`config.mk`:
```
export PLATFORM = sky130hd
export DESIGN_NAME = var_csel_adder
export DESIGN_NICKNAME = d
export VERILOG_FILES = /design/src/rtl/csel_pkg.sv /design/src/rtl/csel_chain.sv /design/src/rtl/csel_group.sv /design/src/rtl/var_csel_adder.sv
export SDC_FILE = /design/constraint.sdc
export NUM_CORES = 1
export LEC_CHECK = 0
export BUFFER_PORTS_ARGS = -buffer_cell sky130_fd_sc_hd__clkbuf_2
export CAP_MARGIN = 0
export CORE_ASPECT_RATIO = 1.75
export CORE_UTILIZATION = 46
export DETAILED_ROUTE_END_ITERATION = 16
export PLACE_DENSITY = 0.9
export SYNTH_ARGS = -nofsm -noshare
export SYNTH_HDL_FRONTEND = slang
export SYNTH_HIERARCHICAL = 1
export SYNTH_SLANG_ARGS = --single-unit
```
`constraint.sdc`:
```
create_clock -name vclk -period 2.85
set_input_delay 0.285 -clock vclk [all_inputs]
set_output_delay 0.285 -clock vclk [all_outputs]
set_load 0.01 [all_outputs]
```
`src/rtl/csel_pkg.sv`:
```
package csel_pkg;

  localparam int GW_BITS = 8;

  function automatic logic gen_f(input logic a, input logic b);
    return a & b;
  endfunction

  function automatic logic prop_f(input logic a, input logic b);
    return a ^ b;
  endfunction

  function automatic logic carry_f(input logic g, input logic p, input logic c);
    return g | (p & c);
  endfunction

  function automatic logic sum_f(input logic p, input logic c);
    return p ^ c;
  endfunction

endpackage

```
`src/rtl/csel_chain.sv`:
```
module csel_chain #(
  parameter int W = 4
) (
  input  logic [W-1:0] a,
  input  logic [W-1:0] b,
  input  logic         cin,
  output logic [W-1:0] sum,
  output logic         cout
);
  import csel_pkg::*;

  logic [W:0]   c;
  logic [W-1:0] g_bit;
  logic [W-1:0] p_bit;

  assign c[0] = cin;

  for (genvar i = 0; i < W; i++) begin : g_bit_slice
    assign g_bit[i] = gen_f(a[i], b[i]);
    assign p_bit[i] = prop_f(a[i], b[i]);
    assign c[i+1]   = carry_f(g_bit[i], p_bit[i], c[i]);
    assign sum[i]   = sum_f(p_bit[i], c[i]);
  end

  assign cout = c[W];

  // the chain result matches plain arithmetic on its own inputs
  always_comb begin
    a_r5_chain_arith: assert ({cout, sum} == ({1'b0, a} + {1'b0, b} + {{W{1'b0}}, cin}))
      else $error("chain result differs from arithmetic sum");
  end

endmodule

```
`src/rtl/csel_group.sv`:
```
module csel_group #(
  parameter int W    = 4,
  parameter bit DUAL = 1'b1
) (
  input  logic [W-1:0] a,
  input  logic [W-1:0] b,
  input  logic         cin,
  output logic [W-1:0] sum,
  output logic         cout
);

  if (DUAL) begin : g_dual
    logic [W-1:0] sum_c0;
    logic [W-1:0] sum_c1;
    logic         co_c0;
    logic         co_c1;

    csel_chain #(.W(W)) u_chain0 (
      .a(a), .b(b), .cin(1'b0), .sum(sum_c0), .cout(co_c0)
    );
    csel_chain #(.W(W)) u_chain1 (
      .a(a), .b(b), .cin(1'b1), .sum(sum_c1), .cout(co_c1)
    );

    assign sum  = cin ? sum_c1 : sum_c0;
    assign cout = cin ? co_c1  : co_c0;

    // the carry-in-1 result is the carry-in-0 result plus one
    always_comb begin
      a_r4_pair_plus_one: assert ({co_c1, sum_c1} == ({co_c0, sum_c0} + {{W{1'b0}}, 1'b1}))
        else $error("precomputed pair inconsistent");
    end
  end else begin : g_single
    // one chain, fed by the true incoming carry
    csel_chain #(.W(W)) u_chain (
      .a(a), .b(b), .cin(cin), .sum(sum), .cout(cout)
    );
  end

endmodule

```
`src/rtl/var_csel_adder.sv`:
```
module var_csel_adder #(
  parameter int                                WIDTH = 20,
  parameter int                                NGRP  = 5,
  parameter logic [NGRP*csel_pkg::GW_BITS-1:0] GW    = {8'd6, 8'd5, 8'd4, 8'd3, 8'd2}
) (
  input  logic [WIDTH-1:0] opa,
  input  logic [WIDTH-1:0] opb,
  input  logic             cin,
  output logic [WIDTH-1:0] sum,
  output logic             cout
);
  import csel_pkg::*;

  function automatic int grp_w(input int k);
    return int'(GW[k*GW_BITS +: GW_BITS]);
  endfunction

  function automatic int grp_lo(input int k);
    int acc;
    acc = 0;
    for (int j = 0; j < k; j++) acc += grp_w(j);
    return acc;
  endfunction

  localparam int TOTAL = grp_lo(NGRP);

  // carry entering each group; grp_c[NGRP] is the final carry
  logic [NGRP:0] grp_c;
  assign grp_c[0] = cin;

  for (genvar g = 0; g < NGRP; g++) begin : g_grp
    localparam int LO = grp_lo(g);
    localparam int W  = grp_w(g);
    localparam int HI = LO + W - 1;

    csel_group #(.W(W), .DUAL(g != 0)) u_grp (
      .a   (opa[HI:LO]),
      .b   (opb[HI:LO]),
      .cin (grp_c[g]),
      .sum (sum[HI:LO]),
      .cout(grp_c[g+1])
    );

    logic [HI+1:0] low_ref;
    assign low_ref = {1'b0, opa[HI:0]} + {1'b0, opb[HI:0]} + {{(HI+1){1'b0}}, cin};

    // carry leaving this boundary agrees with the sum of all bits below
    always_comb begin
      a_r8_boundary_carry: assert ({grp_c[g+1], sum[HI:0]} == low_ref)
        else $error("group boundary carry wrong");
    end
  end

  assign cout = grp_c[NGRP];

  // whole-word result and carry-out
  always_comb begin
    a_r1_total_sum: assert ({cout, sum} == ({1'b0, opa} + {1'b0, opb} + {{WIDTH{1'b0}}, cin}))
      else $error("adder result wrong");
  end

  // the width table must exactly tile the word
  initial begin
    a_r10_table_tiles: assert (TOTAL == WIDTH)
      else $error("group widths do not add up to WIDTH");
    for (int k = 0; k < NGRP; k++) begin
      a_r10_width_nonzero: assert (grp_w(k) > 0)
        else $error("zero-width group");
    end
  end

endmodule

```
==> impl_metrics.py <==
metrics = {
    "cells_and_area": {
        "fillerInstances": 228,
        "layout_commonest_cell": "inv_1",
        "nFlopsAndLatches": 0,
        "area_growth_syn_to_layout_pct": 40.1,
        "ff_latch_area_um2": 0,
        "multiInputGateArea_mm2": 0.00118,
        "drive_gt1_share_pct": 69.2,
        "diodes": 0,
        "final_net_count": 302,
        "clock_buffers": 0,
        "final_cell_mix": "56 x inv_1, 51 x clkbuf_2, 34 x fa_2",
        "final_cell_count_no_fill": 263,
    },
    "floorplan": {
        "dieArea_mm2": 0.00337,
        "die_h_um": 76.0,
        "die_width_um": 44.3,
        "start_util_pct": 48.6,
        "fp-row-count": 26,
        "ios": 62,
        "core_area_mm2": 0.00296,
    },
    "synthesis": {
        "synth_sequential_area_ratio_pct": 0,
        "synth.distinct_cells": 6,
        "syn_avg_cell_area_um2": 9.11,
        "yosysWarnings": 6,
        "ys_top_cells_by_area": "fa_1 53%, inv_1 23%, mux2_4 14%",
        "syn_nets": 237,
        "synth_top_area_share_pct": 52.8,
        "synth_area_leader_cell": "fa_1",
        "synth_cells": 158,
        "syn_area_mm2": 0.00144,
    },
    "setup_path": {
        "worstPathMaxFanout": 2,
        "slowest_delay_ps": 410,
        "path_buf_inv": 6,
        "required_ps": 2570,
        "worst-path-stages": 13,
        "cp_top_family": "adder cells",
        "crit_path_end_kind": "output pin",
        "critPathSlowestCell": "fa_1",
        "worstPathArrival_ps": 2870,
        "cp_cell_sequence": "buf_6 > inv_1 > fa_1 > inv_1 > fa_2 > fa_2 > fa_2 > fa_2 > inv_1 > fa_1 > inv_1 > mux2_4 > clkbuf_2",
        "timing_worst_setup_path_type": "input port to output pin",
        "cp-start-kind": "input port",
    },
    "timing": {
        "min_period_over_period_pct": 111,
        "hold_viol_final": 0,
        "setup_viol": 7,
        "fmax_ghz": 0.317,
        "finalCriticalPeriod_ps": 3150,
        "setup_tns_ps": -1260,
        "worst_slack_ps": -304,
        "rsz0062_at_grt": "yes",
        "timing_max_transition_violations_final": 0,
        "whs_ps": 1030,
    },
    "detailed_routing": {
        "first_iter_violations": 4,
        "wl_per_cell_um": 10.0,
        "wirelength_um": 2640,
        "drc": 0,
        "vias": 1069,
        "vias_per_cell": 4.06,
        "dr.pass1.iters": 4,
        "ant_nets": 0,
    },
    "power_and_ir_drop": {
        "power.density_mw_per_mm2": 259,
        "p_leak_uw": 0.00117,
        "peakVddDrop_v": 0.000201,
    },
    "run_status": {
        "violations": "negative setup slack",
        "status": "complete, but fails checks",
    },
    "placement": {
        "routabilityCongestion": 0.786,
        "place_inst": 263,
        "detailed_place_hpwl_um": 2480,
        "numPortBuffers": 62,
        "dpl_worst_slack_ps": -418,
    },
    "global_route": {
        "grt_pass1_vias": 1191,
        "antenna_found_initial": 0,
        "overflow": 0,
        "grt_first_pass_wirelength_um": 4320,
        "track_usage_pct": 16.4,
        "grt_max_degree": 8,
    },
    "run": {
        "maxCapViolations": 0,
    },
    "hold_path": {
        "holdPathStages": 5,
        "hold_class": "input port to output pin",
    },
}
==> tightest hold or removal path, stage by stage <==
cell and delay (ps):
clkbuf_2 80, inv_1 60, fa_2 190, inv_1 30
clkbuf_2 110
==> final timing paths <==
| kind | start | to | slack [ps] |
|---|---|---|---|
| hold / removal | cin | sum[0] | 1030 |
| setup / recovery | opb[14] | sum[19] | -300 |
==> logic make-up (layout without fill, tap and decap cells) <==
kind of cell / after synthesis / after routing / synth area share [%]
adders and majority gates: 38 / 38 / 52.8
muxes: 22 / 22 / 20.6
other: 8 / 8 / 2.09
buffers and inverters: 90 / 153 / 24.5
==> area by class of cell <==
class                           instances  area share (%)
Inverter                               88            17.9
Multi-Input combinational cell         68            58.5
Tap cell                               42            2.60
Timing Repair Buffer                   65            21.1
==> power breakdown <==
part	internal, uW	switching [uW]
logic	285	238
clock network	0	0
registers	0	0
total	285	238
==> cells in the mapped netlist <==
cell type / count
mux2_2: 9
fa_1: 38
inv_1: 88
conb_1: 8
buf_6: 2
mux2_4: 13
==> what timing repair did <==
item	CTS	global route
pin swaps	3	3
hold buffers	0	0
gates resized for setup	22	57
setup buffers	0	0
gates cloned	0	0
setup endpoints to repair	12	12
==> metrics by stage <==
step / util (%) / total power, uW / instance area [um2]
6_report: 68.2 / 523 / 2020
2_1_floorplan: - / 316 / 1500
3_5_place_dp: 62.8 / 478 / 1860
4_1_cts: 64.1 / 488 / 1900
3_3_place_gp: 62.8 / 451 / 1860
5_1_grt: 68.2 / 586 / 2020
==> metal layers <==
metal  global-route usage (%)  wire length [um]  up-vias
met5                        0                 0        -
met4                    0.909                 0        0
met3                     1.90               108        0
met2                     36.9              1760       29
met1                     13.5               771      523
li1                         -                 -      517
(Power assumes the default switching activity.)
